### src/rtl/a16s_pkg.sv
package a16s_pkg;
  localparam int unsigned ADDR_W_D = 16;
  localparam int unsigned WIN_LSB_D = 6;
  localparam int unsigned AM_W_D = 6;
  localparam int unsigned DATA_W_D = 16;
  localparam int unsigned ID_W_D = 8;
  localparam int unsigned LVL_W_D = 3;
  localparam int unsigned NAM_D = 2;
  localparam logic [NAM_D*AM_W_D-1:0] AM_LIST_D = {6'h2D, 6'h29};

  typedef enum logic {
    PLACE_FREE  = 1'b0,
    PLACE_FIXED = 1'b1
  } place_e;
endpackage

### src/rtl/win_match.sv
module win_match #(
  parameter int unsigned ADDR_W = 16,
  parameter int unsigned WIN_LSB = 6,
  parameter int unsigned AM_W = 6,
  parameter int unsigned NAM = 2,
  parameter logic [NAM*AM_W-1:0] AM_LIST = {6'h2D, 6'h29},
  localparam int unsigned SW_W = ADDR_W - WIN_LSB - 2
) (
  input  logic              place_fixed,
  input  logic [1:0]        strap_hi,
  input  logic [SW_W-1:0]   strap_la,
  input  logic [ADDR_W-1:0] addr,
  input  logic [AM_W-1:0]   am,
  output logic              am_ok,
  output logic              hit
);
  logic [NAM-1:0] am_eq;
  logic [1:0]     top_want;
  logic           top_ok;
  logic           sw_ok;

  for (genvar g = 0; g < NAM; g++) begin : g_am
    assign am_eq[g] = (am == AM_LIST[g*AM_W +: AM_W]);
  end

  always_comb begin
    am_ok    = |am_eq;
    top_want = (place_fixed == a16s_pkg::PLACE_FIXED) ? 2'b11 : strap_hi;
    top_ok   = (addr[ADDR_W-1 -: 2] == top_want);
    sw_ok    = (addr[ADDR_W-3 -: SW_W] == strap_la);
    hit      = am_ok && top_ok && sw_ok;
  end
endmodule

### src/rtl/irq_level_unit.sv
module irq_level_unit #(
  parameter int unsigned LVL_W = 3,
  parameter int unsigned ID_W = 8,
  parameter int unsigned DATA_W = 16,
  localparam int unsigned NLINES = (1 << LVL_W) - 1
) (
  input  logic              clk,
  input  logic              rst_n,
  input  logic              wr_vec,
  input  logic              wr_lvl,
  input  logic [DATA_W-1:0] wdata,
  input  logic              raise,
  input  logic              iack_take,
  output logic [LVL_W-1:0]  level,
  output logic [ID_W-1:0]   vector,
  output logic              pending,
  output logic [NLINES:1]   irq_req
);
  logic [LVL_W-1:0] level_q, level_d;
  logic [ID_W-1:0]  vector_q, vector_d;
  logic             pend_q, pend_d;

  always_comb begin
    level_d  = level_q;
    vector_d = vector_q;
    pend_d   = pend_q;
    if (wr_lvl) level_d = wdata[LVL_W-1:0];
    if (wr_vec) vector_d = wdata[ID_W-1:0];
    if (iack_take) pend_d = 1'b0;
    if (raise) pend_d = 1'b1;
  end

  always_ff @(posedge clk or negedge rst_n) begin
    if (!rst_n) begin
      level_q  <= '0;
      vector_q <= '0;
      pend_q   <= 1'b0;
    end else begin
      level_q  <= level_d;
      vector_q <= vector_d;
      pend_q   <= pend_d;
    end
  end

  for (genvar k = 1; k <= NLINES; k++) begin : g_line
    assign irq_req[k] = pend_q && (level_q == LVL_W'(k));
  end

  assign level   = level_q;
  assign vector  = vector_q;
  assign pending = pend_q;

  p_pend_hold_r7: assert property (@(posedge clk) disable iff (!rst_n)
    (pend_q && !iack_take) |=> pend_q);

  p_release_r10: assert property (@(posedge clk) disable iff (!rst_n)
    (iack_take && !raise) |=> (irq_req == '0));

  p_lines_onehot_r6: assert property (@(posedge clk) disable iff (!rst_n)
    $onehot0(irq_req));
endmodule

### src/rtl/a16_window_slave.sv
module a16_window_slave #(
  parameter int unsigned ADDR_W = a16s_pkg::ADDR_W_D,
  parameter int unsigned WIN_LSB = a16s_pkg::WIN_LSB_D,
  parameter int unsigned AM_W = a16s_pkg::AM_W_D,
  parameter int unsigned DATA_W = a16s_pkg::DATA_W_D,
  parameter int unsigned ID_W = a16s_pkg::ID_W_D,
  parameter int unsigned LVL_W = a16s_pkg::LVL_W_D,
  parameter int unsigned VEC_WOFF = 22,
  parameter int unsigned LVL_WOFF = 23,
  localparam int unsigned SW_W = ADDR_W - WIN_LSB - 2,
  localparam int unsigned OFF_W = WIN_LSB - 1,
  localparam int unsigned NLINES = (1 << LVL_W) - 1
) (
  input  logic              clk,
  input  logic              rst_n,
  input  logic              strap_fixed,
  input  logic [1:0]        strap_hi,
  input  logic [SW_W-1:0]   strap_la,
  input  logic              cyc_req,
  input  logic              cyc_iack,
  input  logic [ADDR_W-1:0] cyc_addr,
  input  logic [AM_W-1:0]   cyc_am,
  input  logic              cyc_wr,
  input  logic [DATA_W-1:0] cyc_wdata,
  input  logic [LVL_W-1:0]  iack_lvl,
  input  logic              irq_raise,
  output logic              reg_stb,
  output logic [OFF_W-1:0]  reg_off,
  output logic              reg_wr,
  output logic              cyc_ack,
  output logic [ID_W-1:0]   status_id,
  output logic [NLINES:1]   irq_req
);
  logic              am_ok, dec_hit;
  logic [LVL_W-1:0]  level;
  logic [ID_W-1:0]   vector;
  logic              pending;
  logic              iack_ok;

  // stage 1: strobe
  logic              stb_q, stb_d;
  logic [OFF_W-1:0]  off_q, off_d;
  logic              wr_q, wr_d;
  logic [DATA_W-1:0] wd_q, wd_d;
  logic              iak_q, iak_d;
  // stage 2: acknowledge
  logic              ack_q, ack_d;
  logic [ID_W-1:0]   id_q, id_d;
  logic              wr_vec, wr_lvl;
  logic              unused_bit;

  assign unused_bit = cyc_addr[0];

  win_match #(
    .ADDR_W (ADDR_W),
    .WIN_LSB(WIN_LSB),
    .AM_W   (AM_W),
    .NAM    (a16s_pkg::NAM_D),
    .AM_LIST(a16s_pkg::AM_LIST_D)
  ) i_match (
    .place_fixed(strap_fixed),
    .strap_hi   (strap_hi),
    .strap_la   (strap_la),
    .addr       (cyc_addr),
    .am         (cyc_am),
    .am_ok      (am_ok),
    .hit        (dec_hit)
  );

  assign iack_ok = cyc_req && cyc_iack && pending &&
                   (level != '0) && (iack_lvl == level);

  always_comb begin
    stb_d = cyc_req && !cyc_iack && dec_hit;
    off_d = off_q;
    wr_d  = wr_q;
    wd_d  = wd_q;
    if (stb_d) begin
      off_d = cyc_addr[WIN_LSB-1:1];
      wr_d  = cyc_wr;
      wd_d  = cyc_wdata;
    end
    iak_d  = iack_ok;
    wr_vec = stb_q && wr_q && (off_q == OFF_W'(VEC_WOFF));
    wr_lvl = stb_q && wr_q && (off_q == OFF_W'(LVL_WOFF));
    ack_d  = stb_q || iak_q;
    id_d   = '0;
    if (iak_q) id_d = (strap_fixed == a16s_pkg::PLACE_FIXED) ? strap_la : vector;
  end

  always_ff @(posedge clk or negedge rst_n) begin
    if (!rst_n) begin
      stb_q <= 1'b0;
      off_q <= '0;
      wr_q  <= 1'b0;
      wd_q  <= '0;
      iak_q <= 1'b0;
      ack_q <= 1'b0;
      id_q  <= '0;
    end else begin
      stb_q <= stb_d;
      off_q <= off_d;
      wr_q  <= wr_d;
      wd_q  <= wd_d;
      iak_q <= iak_d;
      ack_q <= ack_d;
      id_q  <= id_d;
    end
  end

  irq_level_unit #(
    .LVL_W (LVL_W),
    .ID_W  (ID_W),
    .DATA_W(DATA_W)
  ) i_irq (
    .clk      (clk),
    .rst_n    (rst_n),
    .wr_vec   (wr_vec),
    .wr_lvl   (wr_lvl),
    .wdata    (wd_q),
    .raise    (irq_raise),
    .iack_take(iak_q),
    .level    (level),
    .vector   (vector),
    .pending  (pending),
    .irq_req  (irq_req)
  );

  assign reg_stb   = stb_q;
  assign reg_off   = off_q;
  assign reg_wr    = wr_q;
  assign cyc_ack   = ack_q;
  assign status_id = id_q;

  p_stb_then_ack_r4: assert property (@(posedge clk) disable iff (!rst_n)
    reg_stb |=> cyc_ack);

  p_bad_am_quiet_r1: assert property (@(posedge clk) disable iff (!rst_n)
    (cyc_req && !cyc_iack && !am_ok) |=> !reg_stb);

  p_iack_needs_req_r8: assert property (@(posedge clk) disable iff (!rst_n)
    (cyc_req && cyc_iack && !pending) |=> ##1 (status_id == '0));
endmodule

### config.mk
export PLATFORM = sky130hd
export DESIGN_NAME = a16_window_slave
export DESIGN_NICKNAME = d
export VERILOG_FILES = /design/src/rtl/a16s_pkg.sv /design/src/rtl/win_match.sv /design/src/rtl/irq_level_unit.sv /design/src/rtl/a16_window_slave.sv
export SDC_FILE = /design/constraint.sdc
export NUM_CORES = 1
export LEC_CHECK = 0
export ABC_AREA = 1
export BUFFER_PORTS_ARGS = -buffer_cell sky130_fd_sc_hd__buf_2
export CORE_AREA = 2 2 71 73
export DETAILED_ROUTE_END_ITERATION = 7
export DIE_AREA = 0 0 73 75
export GPL_ROUTABILITY_DRIVEN = 1
export PLACE_DENSITY = 0.66
export SLEW_MARGIN = 25
export SYNTH_ARGS = -nofsm -noshare
export SYNTH_HDL_FRONTEND = slang
export SYNTH_SLANG_ARGS = --single-unit
### constraint.sdc
create_clock -name clk -period 1.86 [get_ports clk]
set_clock_uncertainty 0.2 [all_clocks]
set_input_delay 0.372 -clock clk [delete_from_list [all_inputs] [get_ports clk]]
set_output_delay 0.372 -clock clk [all_outputs]
set_load 0.005 [all_outputs]
==> flow_summary.ini, run 1 <==
[status]
outcome = finished, final reports clean

[route]
vias_per_cell = 4.413
via_count = 1602
dr.pass1.iters = 4
wl_per_cell_um = 10.30
drtIter0Drc = 112
ant_nets = 0
route.detailed.drc = 0
drt_wl_total_um = 3739

[power]
ir_worst_vdd_uv = 398.7
swShare_pct = 21.24
internal_power_uw = 1254
totalPowerFinal_uw = 1592
pwr-share-comb_pct = 8.3
leakage_uw = 0.001372
p_clk_share_pct = 41.2
power.density_nw_per_um2 = 681.2
p_seq_share_pct = 50.5
switching_power_uw = 338.3

[final_layout]
final_core_util_pct = 50.15
fin_area_um2 = 2337
layout-drive-gt1-share_pct = 30.10
nets = 367
area_growth_pct = 29.54
mostFrequentLayoutCells = nand2_1 (77), buf_2 (70), dfrtp_1 (37), inv_1 (33), nor2_1 (18)
antenna_cells = 0
layout_commonest_cell = nand2_1

[clock_tree]
htree_levels = 2
path_clk_slew_ns = 0.07
clockRootBuffer = clkbuf_8
cts_buffers = 5
cts_tree = done
cts_max_path_buffers = 2
clk_latency_ns = 0.28
cts_sinks = 37

[timing]
final_max_slew_viol_count = 0
final-hold-violation-count = 0
min_period_over_period_pct = 93.41
fin_crit_ns = 1.737
slew_headroom_pct = 69.38
rsz0062_at_grt = no
fmax_ghz = 0.5756
setup_viol = 0
setup_tns_ns = 0
tightest_slew_ns = 0.4594

[placement]
io_buffer_count = 70
gp_congestion = 0.7690
hpwl_um = 2861
placed_area_um2 = 2213

[worst_setup_path]
start_kind = flip-flop
worstReg2RegEnd = i_irq.level[1]
path_max_fanout = 5
r2r_setup_slack_ns = 0.45
worst-path-buf-inv = 1
crit_required_ns = 1.29
path_class = flip-flop to output port
crit_family = flip-flops
path_cells = or2_4 > nor2_1 > buf_2
crit_slowest_cell = dfrtp_1
cp-end-kind = output port
worstReg2RegStart = reg_stb
crit_arrival_ns = 1.17
cpPeakStageDelay_ns = 0.43
reg2reg_depth = 5

[logic_synthesis]
netlist_instances = 231
yosysWarnings = 0
yosysTopAreaCellShare_pct = 51.32
syn_area_um2 = 1804
yosysSeqAreaShare_pct = 51.32
synth_area_per_cell_um2 = 7.811
synth_area_leaders = dfrtp_1 (51%), nand2_1 (16%), inv_1 (6.9%)
synth.distinct_cells = 23
synth_nets = 289
synth_largest_area_cell = dfrtp_1
synth_seq_cells = 37

[die]
core_area_um2 = 4661
start_util_pct = 38.71
row_count = 25
die_h_um = 75
die_area_um2 = 5475
die_w_um = 73
ioPinCount = 81

[hold_path]
hold_depth = 2
hp-start = irq_raise
min_to = i_irq.pending
hold_path_class = input pin to flip-flop

[global_routing]
grt_pass1_wl_um = 6279
grt_max_degree = 38
grt-ovfl-total = 0
grt_antenna_before_repair = 0
first_global_vias = 1492
track_usage_pct = 14.68

[flow_run]
cap_violations = 0
## cell usage after synthesis
cell,number
nand2_1,77
dfrtp_1,37
inv_1,33
nor2_1,18
nand3_1,14
o21ai_1,11
a21oi_1,9
o21ai_0,8
nand4_1,3
nor2_4,3
buf_4,2
buf_6,2
inv_2,2
or2_2,2
xnor2_1,2
buf_2,1
clkbuf_1,1
nand2_4,1
nand3b_1,1
nor2_2,1
nor3b_2,1
nor4_1,1
o21bai_1,1
## registers in the layout (all words and copies together) (netlist names)
register / count
cyc_ack: 1
i_irq.pending: 1
reg_wr: 1
status_id: 8
i_irq.level: 3
i_irq.vector: 8
reg_off: 5
wd_q: 8
iak_q: 1
reg_stb: 1
## stage by stage
stage / std cells / setup slack, ns / hold WS [ns]
finish: 363 / 0.1225 / 0.09497
global route: 363 / 0.06178 / 0.1101
CTS: 362 / 0.03364 / 0.09041
detailed placement: 354 / 0.2056 / 0.2499
global placement: 354 / 0.2273 / 0.2395
floorplan: 231 / 0.2973 / -0.1236
## layout make-up
| cell class | instances | area, µm² |
|---|---|---|
| clock buffer | 5 | 68.82 |
| clock inverter | 2 | 35.03 |
| fill | 470 | 2323 |
| inverter | 35 | 131.4 |
| multi-input combinational | 153 | 703.2 |
| sequential | 37 | 925.9 |
| tap | 54 | 67.56 |
| timing repair buffer | 77 | 405.4 |
## kinds of logic after synthesis
family	count (synthesis)	synth area share, %
xor gates and xnor gates	2	0.9711
AOI/OAI and AO/OA	29	8.183
buffers and inverters	41	9.847
and+or+nand+nor	122	29.68
DFF	37	51.32
## routing by layer
layer  routed length, µm  track usage [%]
met1                1906            20.50
met2                1610            23.42
met3                 204            3.614
met4                  18            3.086
met5                   0                0
## power groups by stage
stage | combinational (µW) | sequential [µW] | clock (µW)
floorplan | 53.7 | 820 | 0
global placement | 130 | 820 | 0
detailed placement | 133 | 820 | 0
CTS | 135 | 805 | 669
global route | 150 | 804 | 701
finish | 131 | 805 | 656
## how the worst max path moves through the flow
stage / from / end / slack, ns / depth (start not counted)
finish: i_irq.level[2] / irq_req[3] / 0.12 / 3
global route: i_irq.level[2] / irq_req[3] / 0.06 / 3
CTS: i_irq.level[2] / irq_req[2] / 0.03 / 3
detailed placement: strap_fixed / wd_q[5] / 0.21 / 9
global placement: strap_fixed / wd_q[5] / 0.23 / 9
floorplan: strap_fixed / reg_off[4] / 0.30 / 10
## repair_timing
action | CTS | global route
buffers inserted | 0 | 1
hold endpoints to repair | 37 | 0
endpoints found under the setup margin | 0 | 2
hold buffers | 1 | 0
resized for setup | 0 | 1
Note: power is estimated with default switching activity, not from simulation.
==> inputs of run 2 (changes only) <==
--- a/config.mk
+++ b/config.mk
@@ -12,6 +12,7 @@
 export DIE_AREA = 0 0 73 75
 export GPL_ROUTABILITY_DRIVEN = 1
 export PLACE_DENSITY = 0.66
+export SETUP_SLACK_MARGIN = 0.15
 export SLEW_MARGIN = 25
 export SYNTH_ARGS = -nofsm -noshare
 export SYNTH_HDL_FRONTEND = slang
==> flow_summary.ini, run 2 (synthesized netlist as in run 1, its figures left out) <==
[timing]
setup_viol = 0
fmax_ghz = 0.5945
final-hold-violation-count = 0
tightest_slew_ns = 0.4582
fin_crit_ns = 1.682
min_period_over_period_pct = 90.43
setup_tns_ns = 0
slew_headroom_pct = 69.45
rsz0062_at_grt = yes
final_max_slew_viol_count = 0
whs_ns = 0.09503

[die]
core_area_um2 = 4661
start_util_pct = 38.71
die_w_um = 73
die_area_um2 = 5475
ioPinCount = 81
row_count = 25
die_h_um = 75

[flow_run]
cap_violations = 0

[route]
drtIter0Drc = 81
wl_per_cell_um = 10.22
via_count = 1615
route.detailed.drc = 0
vias_per_cell = 4.413
ant_nets = 0
drt_wl_total_um = 3742
dr.pass1.iters = 3

[final_layout]
mostFrequentLayoutCells = nand2_1 (76), buf_2 (70), dfrtp_1 (36), inv_1 (31), nor2_1 (18)
layout-drive-gt1-share_pct = 32.05
layout_commonest_cell = nand2_1
nets = 370
area_growth_pct = 31.00
antenna_cells = 0

[global_routing]
grt_antenna_before_repair = 0
grt_pass1_wl_um = 6306
first_global_vias = 1502
grt-ovfl-total = 0
grt_max_degree = 38
track_usage_pct = 14.74

[clock_tree]
htree_levels = 2
clockRootBuffer = clkbuf_8
path_clk_slew_ns = 0.07
cts_max_path_buffers = 2
cts_tree = done
cts_buffers = 5
cts_sinks = 37
clk_latency_ns = 0.28

[worst_setup_path]
path_cells = or2_4 > nor2_1 > buf_2
crit_arrival_ns = 1.11
crit_slowest_cell = dfrtp_1
cp-end-kind = output port
start_kind = flip-flop
worstReg2RegStart = reg_stb
path_max_fanout = 3
cpPeakStageDelay_ns = 0.39
crit_family = flip-flops
path_class = flip-flop to output port
crit_path_start = i_irq.level[2]
worst-path-buf-inv = 1
crit_required_ns = 1.29

[power]
power.density_nw_per_um2 = 673.7
leakage_uw = 0.001384
ir_worst_vdd_uv = 398.7

[hold_path]
hp-start = irq_raise
hold_path_class = input pin to flip-flop

[status]
outcome = finished, final reports clean

[placement]
io_buffer_count = 70
gp_congestion = 0.7690
hpwl_um = 2861
==> run 2: cell count changes in the layout (fill, tap and decap cells not counted), sizes merged <==
cell  change
buf       +3
==> run 2: layout make-up <==
class | instances | area (µm²)
Fill cell | 472 | 2297
Sequential cell | 37 | 927.1
Multi-Input combinational cell | 153 | 705.7
Timing Repair Buffer | 80 | 427.9
Inverter | 35 | 131.4
Clock buffer | 5 | 68.82
Tap cell | 54 | 67.56
Clock inverter | 2 | 35.03
==> run 2: metrics by stage <==
stage          util (%)  total power (µW)  instance area [µm²]  std cells  worst slack (ns)
5_1_grt           50.71              1656                 2364        366            0.1229
3_3_place_gp      47.49             950.2                 2213        354            0.2273
3_5_place_dp      47.49             952.9                 2213        354            0.2056
2_1_floorplan         -             874.1                 1804        231            0.2973
4_1_cts           50.31              1608                 2345        364            0.1634
6_report          50.71              1592                 2364        366            0.1779
==> run 2: path summary, 6_finish.rpt <==
check,end,slack [ns],depth (start not counted)
max reg2reg,i_irq.level[1],0.45,5
min in group asynchronous,reg_off[0],0.47,3
max in group asynchronous,i_irq.level[1],0.64,3
min reg2reg,wd_q[7],0.28,2
max,irq_req[3],0.18,3
min,i_irq.pending,0.1,2
==> run 2: repair_timing <==
action,CTS,global route
endpoints found under the hold margin,37,0
hold buffers,1,0
gates resized for setup,1,4
pin swaps,0,1
setup endpoints to repair,3,7
buffers inserted,2,2
==> run 2: report_power, final <==
group / total [µW] / switching [µW] / internal (µW) / leakage, µW
logic: 131 / 71.5 / 59.9 / 0.000820
registers: 805 / 0.253 / 805 / 0.000510
clock network: 656 / 267 / 390 / 0.0000540
total: 1590 / 338 / 1250 / 0.00138
==> run 2: per-layer routing <==
metal	vias up	track usage (%)	part of all wire [%]	wire, µm
met1	691	20.59	51	1905
met4	0	3.086	0.48	18
met3	2	3.614	5.5	204
met2	49	23.52	43	1614
met5	-	0	0	0
li1	873	-	-	-
==> inputs of run 3 (changes only) <==
--- a/config.mk
+++ b/config.mk
@@ -7,11 +7,11 @@
 export LEC_CHECK = 0
 export ABC_AREA = 1
 export BUFFER_PORTS_ARGS = -buffer_cell sky130_fd_sc_hd__buf_2
-export CORE_AREA = 2 2 71 73
+export CORE_AREA = 2 2 65 67
 export DETAILED_ROUTE_END_ITERATION = 7
-export DIE_AREA = 0 0 73 75
+export DIE_AREA = 0 0 67 69
 export GPL_ROUTABILITY_DRIVEN = 1
-export PLACE_DENSITY = 0.66
+export PLACE_DENSITY = 0.78
 export SETUP_SLACK_MARGIN = 0.15
 export SLEW_MARGIN = 25
 export SYNTH_ARGS = -nofsm -noshare
==> flow_summary.ini, run 3 (synthesized netlist as in run 1, its figures left out) <==
[placement]
placed_area_um2 = 2208
hpwl_um = 2890
io_buffer_count = 70
gp_congestion = 0.7671
pre_cts_ws_ns = 0.2089
dp_cells = 350

[clock_tree]
cts_max_path_buffers = 2
path_clk_slew_ns = 0.07
htree_levels = 2
cts_buffers = 5
cts_tree = done
clk_latency_ns = 0.28
cts_sinks = 37
clockRootBuffer = clkbuf_8

[final_layout]
final_core_util_pct = 60.01
area_growth_pct = 30.17
antenna_cells = 0
layout-drive-gt1-share_pct = 32.69
fin_area_um2 = 2349
fin_cells = 362
fillCellCount = 357
layout_commonest_cell = nand2_1
nets = 370
mostFrequentLayoutCells = nand2_1 (75), buf_2 (70), dfrtp_1 (36), inv_1 (31), nor2_1 (16)

[timing]
final-hold-violation-count = 0
setup_viol = 0
tightest_slew_ns = 0.4486
rsz0062_at_grt = yes
min_period_over_period_pct = 92.03
slew_headroom_pct = 70.10
postLayoutSetupSlackWorst_ns = 0.1482
fmax_ghz = 0.5842
final_max_slew_viol_count = 0
fin_crit_ns = 1.712
setup_tns_ns = 0

[global_routing]
grt_antenna_before_repair = 0
grt_pass1_wl_um = 6486
track_usage_pct = 18.07
grt_max_degree = 38
grt-ovfl-total = 0
first_global_vias = 1511

[worst_setup_path]
crit_family = flip-flops
cp-end-kind = output port
crit_required_ns = 1.29
path_max_fanout = 3
worst-path-buf-inv = 2
crit_slowest_cell = dfrtp_1
start_kind = flip-flop
cpPeakStageDelay_ns = 0.36
path_class = flip-flop to output port
path_cells = inv_2 > or2_4 > nor2_1 > buf_2
crit_arrival_ns = 1.14

[die]
die_w_um = 67
start_util_pct = 46.10
row_count = 23
core_area_um2 = 3914
die_area_um2 = 4623
die_h_um = 69
ioPinCount = 81

[power]
p_clk_share_pct = 37.0
pwr-share-comb_pct = 8.9
swShare_pct = 22.19
power.density_nw_per_um2 = 633.9
internal_power_uw = 1158
switching_power_uw = 330.3
ir_worst_vdd_uv = 399.1
p_seq_share_pct = 54.1
leakage_uw = 0.001372

[hold_path]
hold_path_class = input pin to flip-flop

[route]
drtIter0Drc = 66
vias_per_cell = 4.594
via_count = 1663
ant_nets = 0
route.detailed.drc = 0
drt_wl_total_um = 3880
dr.pass1.iters = 4
wl_per_cell_um = 10.72

[flow_run]
cap_violations = 0

[status]
outcome = finished, final reports clean
[run 3: changes by cell type in the layout (fill, tap and decap cells not counted), sizes merged]
cell	previous run	this run
bufinv	1	0
clkbuf	5	7
clkinv	1	0
[run 3: layer usage]
metal	vias up	share of wire (%)	track usage, %
li1	876	-	-
met1	723	45	24.20
met2	57	47	28.27
met3	7	7.3	5.546
met4	0	1.2	4.762
met5	-	0	0
[run 3: power by group through the flow]
| stage | logic, µW | registers (µW) | clock network (µW) |
|---|---|---|---|
| after floorplan | 53.7 | 820 | 0 |
| after global placement | 130 | 820 | 0 |
| after detailed placement | 133 | 820 | 0 |
| after CTS | 135 | 805 | 559 |
| after global routing | 150 | 804 | 609 |
| final | 133 | 805 | 551 |
[run 3: worst paths after layout]
| kind | start | to | slack [ns] | depth (start not counted) |
|---|---|---|---|---|
| worst max-delay path | i_irq.pending | irq_req[1] | 0.15 | 4 |
| worst min-delay path | irq_raise | i_irq.pending | 0.1 | 2 |
| worst max register to register | reg_stb | i_irq.level[1] | 0.42 | 5 |
| worst min register to register | wd_q[2] | wd_q[2] | 0.27 | 2 |
| max in group asynchronous | rst_n | i_irq.level[1] | 0.65 | 3 |
| min in group asynchronous | rst_n | reg_wr | 0.47 | 3 |
[run 3: final cells by class]
type | instances | area, µm² | share of cell area [%]
multi-input cells | 153 | 713.2 | 30.37
repair buffers | 80 | 427.9 | 18.22
inverters | 35 | 131.4 | 5.594
clock buffers | 7 | 86.33 | 3.676
well taps | 50 | 62.56 | 2.664
flip-flops and latches | 37 | 927.1 | 39.48
[run 3: timing repair]
action | CTS | global route
setup buffers | 2 | 2
setup endpoints to repair | 3 | 7
gates resized for setup | 1 | 7
hold buffers | 1 | 0
endpoints found under the hold margin | 37 | 0
pin swaps | 0 | 1
[run 3: through the flow]
step / total power, µW / hold slack (ns)
final: 1489 / 0.09728
after global routing: 1563 / 0.1026
after CTS: 1500 / 0.09419
after detailed placement: 953.5 / 0.2398
after global placement: 949.8 / 0.2341
after floorplan: 874.1 / -0.1236
